**src/rtl/msg_pair_sched.sv**
```systemverilog
module msg_pair_sched #(
  parameter int WORD_W      = 64,
  parameter int WIN         = 8,
  parameter int TOTAL_PAIRS = 40
) (
  input  logic                      clk,
  input  logic                      rst_n,
  input  logic                      start,
  input  logic [2*WORD_W*WIN-1:0]   blk_data,
  input  logic                      adv,
  output logic [2*WORD_W-1:0]       sched_pair,
  output logic                      sched_valid
);
  localparam int PAIR_W = 2 * WORD_W;
  localparam int BLK_W  = PAIR_W * WIN;
  localparam int CNT_W  = $clog2(TOTAL_PAIRS + 1);
  localparam int TAP_A  = 0;
  localparam int TAP_B  = 1;
  localparam int TAP_C  = WIN - 4;
  localparam int TAP_D  = WIN - 3;
  localparam int TAP_E  = WIN - 1;

  function automatic logic [WORD_W-1:0] rotr(input logic [WORD_W-1:0] x, input int n);
    return (x >> n) | (x << (WORD_W - n));
  endfunction

  function automatic logic [WORD_W-1:0] sig_lo(input logic [WORD_W-1:0] x);
    return rotr(x, 1) ^ rotr(x, 8) ^ (x >> 7);
  endfunction

  function automatic logic [WORD_W-1:0] sig_hi(input logic [WORD_W-1:0] x);
    return rotr(x, 19) ^ rotr(x, 61) ^ (x >> 6);
  endfunction

  logic [PAIR_W-1:0] win [WIN];
  logic [CNT_W-1:0]  cnt;
  logic              done, take;
  logic [PAIR_W-1:0] far_pair, spliced, stage0, fresh;

  assign done = (cnt == CNT_W'(TOTAL_PAIRS));
  assign take = adv && !start && !done;

  // w[t-15] lanes: high word of the oldest pair, low word of the next
  assign far_pair = {win[TAP_B][WORD_W-1:0], win[TAP_A][PAIR_W-1:WORD_W]};
  // w[t-7] lanes: high word of pair n-4, low word of pair n-3
  assign spliced  = {win[TAP_D][WORD_W-1:0], win[TAP_C][PAIR_W-1:WORD_W]};

  for (genvar ln = 0; ln < 2; ln++) begin : g_lane
    assign stage0[ln*WORD_W +: WORD_W] = win[TAP_A][ln*WORD_W +: WORD_W]
                                       + sig_lo(far_pair[ln*WORD_W +: WORD_W]);
    assign fresh[ln*WORD_W +: WORD_W]  = stage0[ln*WORD_W +: WORD_W]
                                       + spliced[ln*WORD_W +: WORD_W]
                                       + sig_hi(win[TAP_E][ln*WORD_W +: WORD_W]);
  end

  always_ff @(posedge clk or negedge rst_n) begin
    if (!rst_n) begin
      for (int i = 0; i < WIN; i++) win[i] <= '0;
      cnt <= CNT_W'(TOTAL_PAIRS);
    end else if (start) begin
      for (int i = 0; i < WIN; i++)
        win[i] <= {blk_data[BLK_W-1-(2*i+1)*WORD_W -: WORD_W],
                   blk_data[BLK_W-1-(2*i)*WORD_W -: WORD_W]};
      cnt <= '0;
    end else if (take) begin
      for (int i = 0; i < WIN-1; i++) win[i] <= win[i+1];
      win[WIN-1] <= fresh;
      cnt <= cnt + 1'b1;
    end
  end

  always_ff @(posedge clk or negedge rst_n) begin
    if (!rst_n) begin
      sched_pair  <= '0;
      sched_valid <= 1'b0;
    end else begin
      sched_valid <= take;
      if (take) sched_pair <= win[TAP_A];
    end
  end

  AST_CNT_BOUND: assert property (@(posedge clk) disable iff (!rst_n)
    cnt <= CNT_W'(TOTAL_PAIRS));
  AST_VALID_AFTER_ADV: assert property (@(posedge clk) disable iff (!rst_n)
    (adv && !start && !done) |=> sched_valid);
  AST_NO_SPURIOUS_VALID: assert property (@(posedge clk) disable iff (!rst_n)
    (!adv || start) |=> (!sched_valid && $stable(sched_pair)));
  AST_IGNORE_WHEN_DONE: assert property (@(posedge clk) disable iff (!rst_n)
    (done && !start) |=> (!sched_valid && $stable(cnt) && $stable(sched_pair)));
  AST_START_RESTARTS: assert property (@(posedge clk) disable iff (!rst_n)
    start |=> (cnt == '0 && !sched_valid));
  AST_STEP_ONE: assert property (@(posedge clk) disable iff (!rst_n)
    (adv && !start && !done) |=> (cnt == $past(cnt) + 1'b1));
endmodule

```
**config.mk**
```make
export PLATFORM = sky130hd
export DESIGN_NAME = msg_pair_sched
export DESIGN_NICKNAME = d
export VERILOG_FILES = /design/src/rtl/msg_pair_sched.sv
export SDC_FILE = /design/constraint.sdc
export NUM_CORES = 2
export LEC_CHECK = 0
export BUFFER_PORTS_ARGS = -buffer_cell sky130_fd_sc_hd__buf_2
export CORE_AREA = 8 8 439 441
export DETAILED_ROUTE_END_ITERATION = 16
export DIE_AREA = 0 0 447 449
export PLACE_DENSITY = 0.56
export REMOVE_ABC_BUFFERS = 1
export SYNTH_ARGS = -nofsm -noshare
export SYNTH_HDL_FRONTEND = slang
export SYNTH_SLANG_ARGS = --single-unit
```
**constraint.sdc**
```tcl
create_clock -name clk -period 10.39 [get_ports clk]
set_input_delay 0.5195 -clock clk [delete_from_list [all_inputs] [get_ports clk]]
set_output_delay 0.5195 -clock clk [all_outputs]
set_load 0.02 [all_outputs]
```
* Word-level counts from Yosys, hierarchy flattened
Index checks and enable logic that the tools add are counted.
** Storage, ports and cells
- Register bits after elaboration :: 1159
- Input port bits :: 1028
- Logic and storage cells :: 44
- Output and inout port bits :: 129
** Operators by class
- Muxes and demuxes :: 4
- Reductions and logical operators :: 5
- $add $sub $neg :: 7
- Equal/unequal tests :: 1
- Bitwise logic cells :: 16
** Operator list (number)
- $mux 1024 :: 2
- $add 64x64->64 :: 6
- $xor 64x64->64 :: 4
- $or 3x64->64 :: 2
- $or 45x64->64 :: 2
- $or 56x64->64 :: 2
- $or 63x64->64 :: 2
- $xor 64x57->64 :: 2
- $xor 64x58->64 :: 2
- $mux 6 :: 2
- $add 6x1->6 const B :: 1
- $eq 6x6->1 const B :: 1
- $logic_and 1x1->1 :: 2
- $logic_not 1->1 :: 2
- $reduce_bool 2->1 :: 1

* Logic depth before layout (Yosys ltp)
- Word-level depth :: 8
- Gate-level depth with buffers :: 19
- Gate-level depth less buffers :: 18

* Least setup slack after synthesis
No wires, ideal clock.
- Path type :: register to register
- Start point :: reg win[84] (netlist name)
- End point :: reg win[125] (netlist name)
- Library setup time :: 0.077 ns
- Data arrival time :: 4.413 ns
- Slack :: 5.900 ns
- Buffers on the path :: 1
- Required time :: 10.313 ns
- Clock period less this slack :: 4.490 ns
- Stages on the path, launching flop included :: 20
- Cell sequence :: dfrtp_1 > clkbuf_1 > xor2_1 > xnor2_1 > fa_1 > inv_1 > fa_1 > ha_1 > fa_1 > a211oi_1 > o211ai_1 > nand4b_1 > a21boi_1 > o21ai_1 > a31o_2 > o31a_1 > o31a_1 > nor2_1 > mux2_2 > a21oi_1
** On the way
- Longest elaborated chain between the ends :: 6
- Elaborated cells between the ends (all ways) :: 7
- Classes of those cells :: add/sub: 1; mux: 2; bitwise: 4
** RTL lines
- from (decl) :: line 35 : logic [PAIR_W-1:0] win [WIN];
- from (signal, indexed assignment) :: line 62 : win[i] <= {blk_data[BLK_W-1-(2*i+1)*WORD_W -: WORD_W],
- from (signal, indexed assignment) :: line 67 : win[WIN-1] <= fresh;
- $or 45x64->64 or $or 3x64->64 (tied branches) :: line 24 : return (x >> n) | (x << (WORD_W - n));
- $xor 64x64->64 :: line 32 : return rotr(x, 19) ^ rotr(x, 61) ^ (x >> 6);
- $xor 64x58->64 * :: line 32
- $add 64x64->64 * :: line 53 : + sig_hi(win[TAP_E][ln*WORD_W +: WORD_W]);
- $mux 1024 * :: line 65 : end else if (take) begin
- $mux 1024 * :: line 60 : end else if (start) begin
Mark *: on every way between the ends. The rest lies on a longest branch, timed or not. The select of a mux whose other input is x is not followed.
A chain may end at the register's enable or synchronous reset.

* Worst setup path after layout
- Start point :: reg win[82] (netlist name)
- End point :: reg win[120] (netlist name)
** On the way
- Longest elaborated chain between the ends :: 6
** RTL lines (line)
- $or 3x64->64 :: 24
- $xor 64x64->64 :: 32
- $xor 64x58->64 * :: 32
- $add 64x64->64 * :: 53
- $mux 1024 * :: 65
- $mux 1024 * :: 60
Marked as above.

==> impl_metrics.py <==
metrics = {
    "cells_and_area": {
        "layout-drive-gt1-share_pct": 15.6,
        "synthToLayoutAreaGrowth_pct": 31.4,
        "final_nets": 10814,
        "utilization_pct": 49.1,
        "n_fill_cell": 17546,
    },
    "sta": {
        "fin_ws_ns": 4.17,
        "worst_pin_slew_ns": 1.29,
        "tns_ns": 0,
        "finalSetupViolCount": 0,
        "fmax_mhz": 161,
        "clock_skew_ns": 0.0294,
        "hold_violations": 0,
        "rsz0062_at_grt": "false",
        "final-max-slew-violation-count": 0,
        "min_period_ns": 6.22,
        "period_share_pct": 59.9,
        "relSlewSlack_pct": 14.3,
    },
    "die": {
        "dieWidth_um": 447,
        "coreArea_mm2": 0.186,
        "num_io_pins": 1157,
        "start_util_pct": 37.4,
        "fp.dieH_um": 449,
        "row_count": 159,
        "dieArea_mm2": 0.201,
    },
    "worst_setup_path": {
        "crit_path_max_incr_delay_ns": 0.89,
        "cp_top_family": "compound AO/OA/AOI/OAI gates",
        "slowest_stage": "dfrtp_1",
        "crit_buf_inv": 1,
        "critPathLaunchType": "flip-flop",
        "path_cells": "xor2_1 > xnor2_1 > fa_1 > fa_1 > inv_1 > ha_1 > and4_1 > nor2b_1 > nand2_1 > a21oi_1 > o21ai_0 > o21ai_0 > a31oi_1 > o21ai_0 > a41oi_1 > mux2i_1 > o21ai_0",
        "critPathKind": "flip-flop to flip-flop",
        "r2r_slack_ns": 4.17,
        "path_common_cell": "o21ai_0",
        "worst-path-max-fanout": 8,
        "crit_arrival_ns": 6.89,
        "end_kind": "flip-flop",
        "critPathRequiredTime_ns": 11.06,
    },
    "outcome": {
        "status": "complete, no violations",
    },
    "placed_design": {
        "place_ws_ns": 4.38,
        "port_buffers": 1156,
        "hpwl_um": 265000,
        "routabilityCongestion": 0.993,
    },
    "grt": {
        "grt_pass1_vias": 66820,
        "grt_max_degree": 246,
        "grt-ovfl-total": 0,
        "antenna_found_initial": 97,
        "grt_usage_pct": 33.5,
        "grt_first_pass_wirelength_um": 489000,
    },
    "routing": {
        "routedWlPerCell_um": 28.8,
        "drt_iter0_drc": 5956,
        "drt_pass1_iterations": 6,
        "ant_nets": 0,
        "detail_route.vias_per_cell": 5.37,
        "drc": 0,
        "vias": 64987,
        "wirelength_um": 348000,
    },
    "clock_tree": {
        "post_cts_buffers": 0,
        "cts_made_buffers": 140,
        "h-tree-depth": 4,
        "clk_latency_ns": 0.84,
        "root_buffer": "clkbuf_16",
        "clkSlewWorstSetupHoldPaths_ns": 0.06,
        "cts.sinks": 1159,
        "cts_resized": 0,
        "cts_tree": "built",
        "cts_buffer_depth": 3,
        "hold_buffers": 973,
    },
    "yosys": {
        "synth_top_area_cell": "dfrtp_1",
        "synth_edf_count": 0,
        "avgSynthCellArea_um2": 9.06,
        "synthesis.area_mm2": 0.0696,
        "synth_warnings": 0,
        "async_reset_ff_share_pct": 100,
        "ys.flop_type": "dfrtp_1",
        "synth_cell_types": 71,
        "netlist_instances": 7685,
        "synthTopCellsByArea": "dfrtp_1 (42%), mux2i_1 (9.7%), o21ai_0 (8.6%)",
        "netlist.area_leader.share_pct": 41.6,
        "ys_seq_area_share_pct": 41.7,
        "ys_ff_latch": 1159,
    },
    "run": {
        "maxCapViolCount": 0,
    },
    "worst_hold_path": {
        "min_path_type": "primary input to flip-flop",
    },
}
[per-stage QoR]
stage | std cells | hold slack (ns) | cell area [um^2]
5_1_grt | 12082 | 0.0120 | 91400
3_3_place_gp | 10786 | 0.456 | 76800
4_1_cts | 12006 | 0.000890 | 91300
2_1_floorplan | 7071 | 0.224 | 67300
3_5_place_dp | 10786 | 0.459 | 76800
6_report | 12096 | 0.0259 | 91500
[area by class of cell]
cell class                 instances  area (um^2)  area share [%]
clock buffer                     198         4050            4.42
sequential                      1159        29000            31.7
multi-input combinational       5388        36300            39.7
antenna                           90          225           0.246
timing repair buffer            2193        16200            17.7
clock inverter                    49          636           0.695
tap                             2495         3120            3.41
inverter                         524         1970            2.15
[cells in the final DEF (no fill, tap or decap), drive strengths merged, types with 252 or more instances in the layout]
| cell type | count |
|---|---|
| nand2 | 1269 |
| buf | 1220 |
| o21ai | 1200 |
| dfrtp | 1157 |
| dlygate4sd3 | 973 |
| mux2i | 672 |
| inv | 530 |
| a21oi | 473 |
| xnor2 | 405 |
| nor2 | 381 |
| fa | 252 |
[synthesized netlist by cell type, drive strengths merged, types with 18 or more instances]
cell,n
nor3,24
o21bai,28
nand4,35
xor2,205
mux2i,672
nor2,381
a21oi,473
nand3,29
inv,524
o21ai,1200
fa,252
dfrtp,1157
xnor2,405
and3,18
a21o,61
nand2,1269
clkbuf,524
buf,90
ha,128
o21a,28
[worst min-delay path: cells and delay by family]
family	cells	cell delay (ns)
compound gates	1	0.10
simple gates	1	0.11
buf+inv	1	0.08
[worst paths after layout]
path	startpoint	end	cells past startpoint
min in group asynchronous	rst_n	win[571]	2
hold / removal	blk_data[202]	win[138]	3
setup / recovery	win[82]	win[120]	17
setup reg to reg	win[82]	win[120]	17
hold reg to reg	sched_pair[57]	sched_pair[57]	2
max in group asynchronous	rst_n	win[10]	4
[kinds of logic after synthesis]
family	after synthesis	share of synthesized area (%)
AOI/OAI and AO/OA	1911	14.8
xor gates and xnor gates	610	7.68
adders and majority gates	380	9.55
buffers and inverters	1138	6.19
DFF	1159	41.7
muxes	683	9.84
and+or+nand+nor	1804	10.2
[state kept, by name, indices dropped and copies added, names as in the netlist]
register	cells
sched_pair	128
win	768
far_pair	128
spliced	128
sched_valid	1
cnt	6
[per-layer routing]
metal	track usage (%)	share of wire, %	routed length [um]
met1	42.5	40	140000
met2	53.2	46	161000
met3	6.20	6.7	23200
met4	19.8	6.9	23800
met5	0	0.039	135
Power is not shown: default switching activity piles up to over one toggle a cycle in this logic, so the estimate is an artifact.
